File: config.mk
export PLATFORM = sky130hd
export DESIGN_NAME = dsync_timing_gen
export DESIGN_NICKNAME = d
export VERILOG_FILES = /design/src/rtl/dsync_pkg.sv /design/src/rtl/dsync_regs.sv /design/src/rtl/dsync_counter.sv /design/src/rtl/dsync_irq.sv /design/src/rtl/dsync_timing_gen.sv
export SDC_FILE = /design/constraint.sdc
export NUM_CORES = 1
export LEC_CHECK = 0
export ABC_AREA = 1
export ABC_CLOCK_PERIOD_IN_PS = 2300
export BUFFER_PORTS_ARGS = -buffer_cell sky130_fd_sc_hd__buf_2
export CELL_PAD_IN_SITES_DETAIL_PLACEMENT = 1
export CELL_PAD_IN_SITES_GLOBAL_PLACEMENT = 1
export CORE_MARGIN = 5
export CORE_UTILIZATION = 45
export CTS_CLUSTER_DIAMETER = 120
export DETAILED_ROUTE_END_ITERATION = 7
export GPL_TIMING_DRIVEN = 0
export PLACE_DENSITY = 0.89
export SLEW_MARGIN = 30
export SYNTH_ARGS = -nofsm -noshare
export SYNTH_HDL_FRONTEND = slang
export SYNTH_SLANG_ARGS = --single-unit
File: constraint.sdc
create_clock -name clk -period 2.3 [get_ports clk]
set_input_delay 0.345 -clock clk [delete_from_list [all_inputs] [get_ports clk]]
set_output_delay 0.345 -clock clk [all_outputs]
set_load 0.05 [all_outputs]
File: src/rtl/dsync_pkg.sv
package dsync_pkg;
  localparam int unsigned NB     = 4;   // boundaries per axis
  localparam int unsigned H_LSB  = 16;  // horizontal field position
  localparam int unsigned HB_DEF = 12;
  localparam int unsigned VB_DEF = 11;

  // boundary index doubles as its register address
  typedef enum logic [1:0] {
    B_SYNC = 2'd0,
    B_BACK = 2'd1,
    B_ACTV = 2'd2,
    B_TOTL = 2'd3
  } bound_e;

  localparam int unsigned A_CTRL   = 4;
  localparam int unsigned A_RELOAD = 5;
  localparam int unsigned A_LINE   = 6;
  localparam int unsigned A_IMASK  = 7;
  localparam int unsigned A_ICLR   = 8;

  // polarity nibble comes from control bits [31:28]
  localparam int unsigned P_HS = 3;
  localparam int unsigned P_VS = 2;
  localparam int unsigned P_DE = 1;
  localparam int unsigned P_PC = 0;

  localparam int unsigned EV_LINE = 0;
  localparam int unsigned EV_RLD  = 3;
endpackage

File: src/rtl/dsync_regs.sv
module dsync_regs
  import dsync_pkg::*;
#(
  parameter int unsigned H_BITS    = HB_DEF,
  parameter int unsigned V_BITS    = VB_DEF,
  parameter int unsigned ADDR_BITS = 4
) (
  input  logic                 clk,
  input  logic                 rst_n,
  input  logic                 wr_en,
  input  logic [ADDR_BITS-1:0] wr_addr,
  input  logic [31:0]          wr_data,
  input  logic                 vblank_start,
  output logic [H_BITS-1:0]    sh_h [NB],
  output logic [V_BITS-1:0]    sh_v [NB],
  output logic                 ctrl_en,
  output logic [3:0]           pol,
  output logic [V_BITS-1:0]    line_pos,
  output logic [3:0]           imask,
  output logic [3:0]           clr,
  output logic [1:0]           busy,
  output logic                 commit
);
  logic imm_q, vbl_q;
  logic hit_ctrl, hit_rld, hit_line, hit_mask, hit_clr;
  logic unused_bits;

  assign hit_ctrl = wr_en && (wr_addr == ADDR_BITS'(A_CTRL));
  assign hit_rld  = wr_en && (wr_addr == ADDR_BITS'(A_RELOAD));
  assign hit_line = wr_en && (wr_addr == ADDR_BITS'(A_LINE));
  assign hit_mask = wr_en && (wr_addr == ADDR_BITS'(A_IMASK));
  assign hit_clr  = wr_en && (wr_addr == ADDR_BITS'(A_ICLR));
  assign unused_bits = ^wr_data;

  assign commit = imm_q | (vbl_q & vblank_start);
  assign busy   = {vbl_q, imm_q};
  assign clr    = hit_clr ? wr_data[3:0] : 4'd0;

  // pending and shadow copy of each boundary pair
  for (genvar b = 0; b < NB; b++) begin : g_bound
    logic              hit;
    logic [H_BITS-1:0] pend_h, act_h;
    logic [V_BITS-1:0] pend_v, act_v;
    assign hit = wr_en && (wr_addr == ADDR_BITS'(b));
    always_ff @(posedge clk) begin
      if (!rst_n) begin
        pend_h <= '0;
        pend_v <= '0;
        act_h  <= '0;
        act_v  <= '0;
      end else begin
        if (hit) begin
          pend_h <= wr_data[H_LSB +: H_BITS];
          pend_v <= wr_data[V_BITS-1:0];
        end
        if (commit) begin
          act_h <= pend_h;
          act_v <= pend_v;
        end
      end
    end
    assign sh_h[b] = act_h;
    assign sh_v[b] = act_v;
  end

  always_ff @(posedge clk) begin
    if (!rst_n) begin
      imm_q    <= 1'b0;
      vbl_q    <= 1'b0;
      ctrl_en  <= 1'b0;
      pol      <= 4'd0;
      line_pos <= '0;
      imask    <= 4'd0;
    end else begin
      if (commit) begin
        imm_q <= 1'b0;
        vbl_q <= 1'b0;
      end
      if (hit_rld) begin
        if (wr_data[0]) imm_q <= 1'b1;
        if (wr_data[1]) vbl_q <= 1'b1;
      end
      if (hit_ctrl) begin
        ctrl_en <= wr_data[0];
        pol     <= wr_data[31:28];
      end
      if (hit_line) line_pos <= wr_data[V_BITS-1:0];
      if (hit_mask) imask    <= wr_data[3:0];
    end
  end
endmodule

File: src/rtl/dsync_counter.sv
module dsync_counter
  import dsync_pkg::*;
#(
  parameter int unsigned H_BITS = HB_DEF,
  parameter int unsigned V_BITS = VB_DEF
) (
  input  logic              clk,
  input  logic              rst_n,
  input  logic              en,
  input  logic [H_BITS-1:0] sh_h [NB],
  input  logic [V_BITS-1:0] sh_v [NB],
  input  logic [V_BITS-1:0] line_pos,
  output logic [H_BITS-1:0] x,
  output logic [V_BITS-1:0] y,
  output logic              hs_act,
  output logic              vs_act,
  output logic              hde,
  output logic              vde,
  output logic              vblank_start,
  output logic              line_hit
);
  logic              line_end;
  logic [V_BITS-1:0] y_nx;

  // >= keeps the raster bounded if a reload shrinks the total mid-line
  assign line_end = (x >= sh_h[B_TOTL]);
  assign y_nx     = (y >= sh_v[B_TOTL]) ? '0 : y + V_BITS'(1);

  always_ff @(posedge clk) begin
    if (!rst_n || !en) begin
      x <= '0;
      y <= '0;
    end else if (line_end) begin
      x <= '0;
      y <= y_nx;
    end else begin
      x <= x + H_BITS'(1);
    end
  end

  assign vblank_start = en && line_end && (y == sh_v[B_ACTV]);
  assign line_hit     = en && line_end && (y_nx == line_pos);

  assign hs_act = en && (x <= sh_h[B_SYNC]);
  assign vs_act = en && (y <= sh_v[B_SYNC]);
  assign hde    = en && (x > sh_h[B_BACK]) && (x <= sh_h[B_ACTV]);
  assign vde    = en && (y > sh_v[B_BACK]) && (y <= sh_v[B_ACTV]);
endmodule

File: src/rtl/dsync_irq.sv
module dsync_irq #(
  parameter int unsigned N        = 4,
  parameter logic [N-1:0] SRC_MASK = 4'b1001
) (
  input  logic         clk,
  input  logic         rst_n,
  input  logic [N-1:0] set,
  input  logic [N-1:0] clr,
  input  logic [N-1:0] imask,
  output logic [N-1:0] flags,
  output logic         irq
);
  logic unused_tied;
  assign unused_tied = ^((set | clr) & ~SRC_MASK);

  for (genvar i = 0; i < N; i++) begin : g_flag
    if (SRC_MASK[i]) begin : g_live
      logic f_q;
      always_ff @(posedge clk) begin
        if (!rst_n) f_q <= 1'b0;
        else        f_q <= (f_q & ~clr[i]) | set[i];
      end
      assign flags[i] = f_q;
    end else begin : g_tied
      assign flags[i] = 1'b0;
    end
  end

  assign irq = |(flags & imask);
endmodule

File: src/rtl/dsync_timing_gen.sv
module dsync_timing_gen
  import dsync_pkg::*;
#(
  parameter int unsigned H_BITS    = HB_DEF,
  parameter int unsigned V_BITS    = VB_DEF,
  parameter int unsigned ADDR_BITS = 4
) (
  input  logic                 clk,
  input  logic                 rst_n,
  input  logic                 wr_en,
  input  logic [ADDR_BITS-1:0] wr_addr,
  input  logic [31:0]          wr_data,
  output logic                 hsync_o,
  output logic                 vsync_o,
  output logic                 de_o,
  output logic                 pclk_pol_o,
  output logic [31:0]          pos_o,
  output logic [3:0]           status_o,
  output logic [1:0]           reload_busy_o,
  output logic [3:0]           irq_flags_o,
  output logic                 irq_o
);
  logic [H_BITS-1:0] sh_h [NB];
  logic [V_BITS-1:0] sh_v [NB];
  logic              ctrl_en, commit, vblank_start, line_hit;
  logic [3:0]        pol, imask, clr, ev_set;
  logic [V_BITS-1:0] line_pos;
  logic [H_BITS-1:0] x;
  logic [V_BITS-1:0] y;
  logic              hs_act, vs_act, hde, vde;

  dsync_regs #(.H_BITS(H_BITS), .V_BITS(V_BITS), .ADDR_BITS(ADDR_BITS)) u_regs (
    .clk(clk), .rst_n(rst_n), .wr_en(wr_en), .wr_addr(wr_addr), .wr_data(wr_data),
    .vblank_start(vblank_start), .sh_h(sh_h), .sh_v(sh_v), .ctrl_en(ctrl_en),
    .pol(pol), .line_pos(line_pos), .imask(imask), .clr(clr),
    .busy(reload_busy_o), .commit(commit)
  );

  dsync_counter #(.H_BITS(H_BITS), .V_BITS(V_BITS)) u_cnt (
    .clk(clk), .rst_n(rst_n), .en(ctrl_en), .sh_h(sh_h), .sh_v(sh_v),
    .line_pos(line_pos), .x(x), .y(y), .hs_act(hs_act), .vs_act(vs_act),
    .hde(hde), .vde(vde), .vblank_start(vblank_start), .line_hit(line_hit)
  );

  always_comb begin
    ev_set          = 4'd0;
    ev_set[EV_LINE] = line_hit;
    ev_set[EV_RLD]  = commit;
  end

  dsync_irq #(.N(4), .SRC_MASK(4'b1001)) u_irq (
    .clk(clk), .rst_n(rst_n), .set(ev_set), .clr(clr), .imask(imask),
    .flags(irq_flags_o), .irq(irq_o)
  );

  // polarity bit 1 = active high, so the pin equals XNOR of state and bit
  assign hsync_o    = ~(hs_act ^ pol[P_HS]);
  assign vsync_o    = ~(vs_act ^ pol[P_VS]);
  assign de_o       = ~((hde & vde) ^ pol[P_DE]);
  assign pclk_pol_o = pol[P_PC];
  assign pos_o      = {16'(x), 16'(y)};
  assign status_o   = {hs_act, vs_act, hde, vde};
endmodule

==> impl_metrics.yaml <==
clock_network:
  cts-root-buf: "clkbuf_16"
  numCtsBuffers: 25
  cts_tree: "yes"
  clock_sinks: 229
  clk_latency_ps: 570
  clockBufferDepth: 3
  ctsHoldBuffers: 0
  clkTransAtPathRegs_ps: 70
  h-tree-depth: 1
detailed_routing:
  drtAntennaViolNets: 0
  dr.pass1.iters: 8
  first_iter_violations: 2116
  via_count: 13600
  viasPerCell: 6.85
  wirelength_mm: 67.7
  drc: 1
  wl_per_cell_um: 34.0
logic_synthesis:
  synth_top_family_by_area: "compound AO/OA/AOI/OAI gates"
  synth-edff-count: 0
  async_reset_ff_share_pct: 0
  synthCells: 1476
  synthAdderAreaFrac_pct: 10.5
  yosys.area_share.simple_pct: 16.5
  ys_types: 42
  synth_xor_area_share_pct: 0.784
  yosysWarnings: 0
  synth-seq-area-share_pct: 41.0
  netlist_area_sq_mm: 0.0112
  syn_area_per_cell_sq_um: 7.57
  ys.flop_type: "dfxtp_1"
  synth_mux_area_share_pct: 0
  synth-compound-area-share_pct: 19.7
  synth_seq_cells: 229
die:
  coreArea_sq_mm: 0.0244
  die_w_um: 168
  start_util_pct: 45.8
  row_count: 57
  dieArea_sq_mm: 0.0281
  pin_count: 86
  die_y_um: 168
worst_setup_path:
  path_class: "register to output port"
  r2r_start: "u_regs.g_bound[3].act_h[7]"
  critical_path.top_delay_family: "compound AO/OA/AOI/OAI gates"
  worst_setup_path_start_kind: "register"
  reg2reg_to: "u_regs.g_bound[1].act_h[0]"
  crit_required_ps: 1960
  max_stage_delay_ps: 580
  cp_slowest_cell: "a21oi_1"
  reg2regPathDepth: 14
  rrSetupSlack_ps: -740
  endpoint_kind: "output port"
  crit_arrival_ps: 3440
  crit_chain: "inv_1 > ha_1 > inv_1 > a21oi_1 > o21ai_1 > nand2_1 > o211ai_1 > o41ai_4 > nand2_2 > xor2_4 > buf_6"
  cp_max_fo: 5
  cp_num_buf_inv: 3
  cp_common_cell: "inv_1"
global_route:
  grt_max_degree: 13
  overflow: 0
  grt_pass1_vias: 13500
  antenna_found_initial: 8
  grt_pass1_wl_mm: 80.4
  grtUsageTotal_pct: 36.7
placed_design:
  io_buffers: 67
  hpwl_mm: 27.5
  gp_congestion: 0.857
  place_ws_ps: -425
run_status:
  violations: "DRC, setup timing"
  status: "finished, violations left"
hold_path:
  hold_start: "wr_data[30]"
  hp-class: "input pin to register"
  hold_depth: 3
  hold_end: "u_regs.pol[2]"
timing:
  min_period_ps: 3790
  fin_worst_skew_ps: 29.9
  setup_violations: 126
  whs_ps: 94.3
  period_share_pct: 165
  finalHoldViolCount: 0
  setup_slack_ps: -1490
  fmaxAchievable_mhz: 264
  slew_headroom_pct: 29.1
  drv_slew: 0
  worst_slew_pin_slew_ps: 1060
  rsz0062_at_grt: "yes"
layout:
  final_common_cell: "nor2_1"
  layout_common_cells: "nor2_1 (213), dfxtp_1 (194), inv_1 (185), o21ai_0 (144), a21oi_1 (123)"
  area_growth_pct: 30.7
  drive_gt1_share_pct: 24.5
  nets: 1777
power_and_ir_drop:
  power.leakage_uw: 0.00621
  p_per_area_mw_per_mm2: 619
  ir_worst_vdd_v: 0.000502
run:
  cap_violations: 0
==> cell families after synthesis <==
logic type	after synthesis
AO/OA/AOI/OAI	405
XOR/XNOR	10
buffers and inverters	287
adder cells (fa/ha/maj)	94
flip-flops	229
AND/OR/NAND/NOR	450
other	1
==> worst min-delay path, cell delays in order <==
cell and delay (ps):
buf_2 90, nor2_1 40, nor2_1 120
==> metrics by stage <==
stage | cells | total power (uW) | area, sq um | utilization [%] | setup TNS [ps]
6_report | 1990 | 9040 | 14600 | 59.8 | -56980
3_3_place_gp | 1877 | 4620 | 12000 | 49.2 | -3990
2_1_floorplan | 1486 | 4450 | 11300 | - | 0
4_1_cts | 1969 | 8530 | 14000 | 57.2 | -14780
5_1_grt | 1988 | 9110 | 14600 | 59.8 | -62050
3_5_place_dp | 1877 | 4650 | 12000 | 49.2 | -9820
==> final cells by class <==
type	instances	area (sq um)
fill	2920	9790
multi-input combinational	970	6080
sequential	229	4680
timing repair buffer	133	1230
inverter	201	761
clock buffer	38	714
buffer	84	659
tap	324	405
clock inverter	6	61.3
antenna	5	12.5
==> power by group <==
part | internal [uW] | switching, uW | leakage (uW)
clock network | 2260 | 1980 | 0.000378
registers | 4000 | 46.4 | 0.00187
logic | 205 | 551 | 0.00396
==> how the worst max path moves through the flow <==
stage	cells after the start	slack, ps	to	startpoint
floorplan	8	50	vsync_o	u_cnt.y[0]
CTS	12	-550	de_o	u_regs.g_bound[1].act_h[10]
finish	11	-1490	hsync_o	u_cnt.x[0]
detailed placement	10	-430	de_o	u_cnt.y[0]
global route	11	-1530	hsync_o	u_cnt.x[0]
global placement	9	-310	de_o	u_cnt.y[10]
==> metal layers <==
metal	share of wire, %	GRT usage, %	up-vias	wire (um)
met4	11	28.2	2	7440
met3	14	9.12	658	9570
met5	0.013	0	-	9
li1	-	-	5148	-
met1	33	40.6	6347	22400
met2	42	60.3	1486	28300
==> sequential cells by signal, indices dropped and copies added, names as in the netlist <==
name,cells
u_cnt.x,12
u_regs.ctrl_en,1
u_regs.g_bound.pend_v,44
u_regs.line_pos,11
u_regs.pol,4
u_regs.imm_q,1
u_regs.imask,2
u_cnt.y,11
u_regs.vbl_q,1
u_regs.g_bound.act_h,48
u_regs.g_bound.pend_h,48
u_regs.g_bound.act_v,44
u_irq.g_flag.g_live.f_q,2
==> cells in the mapped netlist, drive strengths merged, types with 3 or more instances <==
cell | number | share of area (%)
nor2 | 241 | 8.2
dfxtp | 229 | 41
o21ai | 220 | 9.9
inv | 200 | 6.7
a21oi | 161 | 8.2
nand2 | 138 | 4.7
ha | 94 | 11
buf | 46 | 3.3
clkbuf | 40 | 1.3
nand3 | 32 | 1.4
nand4 | 22 | 1.3
a211oi | 7 | 0.47
xor2 | 7 | 0.55
nor3 | 6 | 0.27
o21a | 5 | 0.34
o211ai | 4 | 0.27
nor3b | 3 | 0.20
xnor2 | 3 | 0.24
==> repair_timing <==
action	in CTS	in global routing
gates resized for setup	155	143
buffers inserted	37	17
setup endpoints to repair	104	122
pin swaps	26	39
cloned	11	1
No activity file was read; power rests on OpenSTA's default activity.
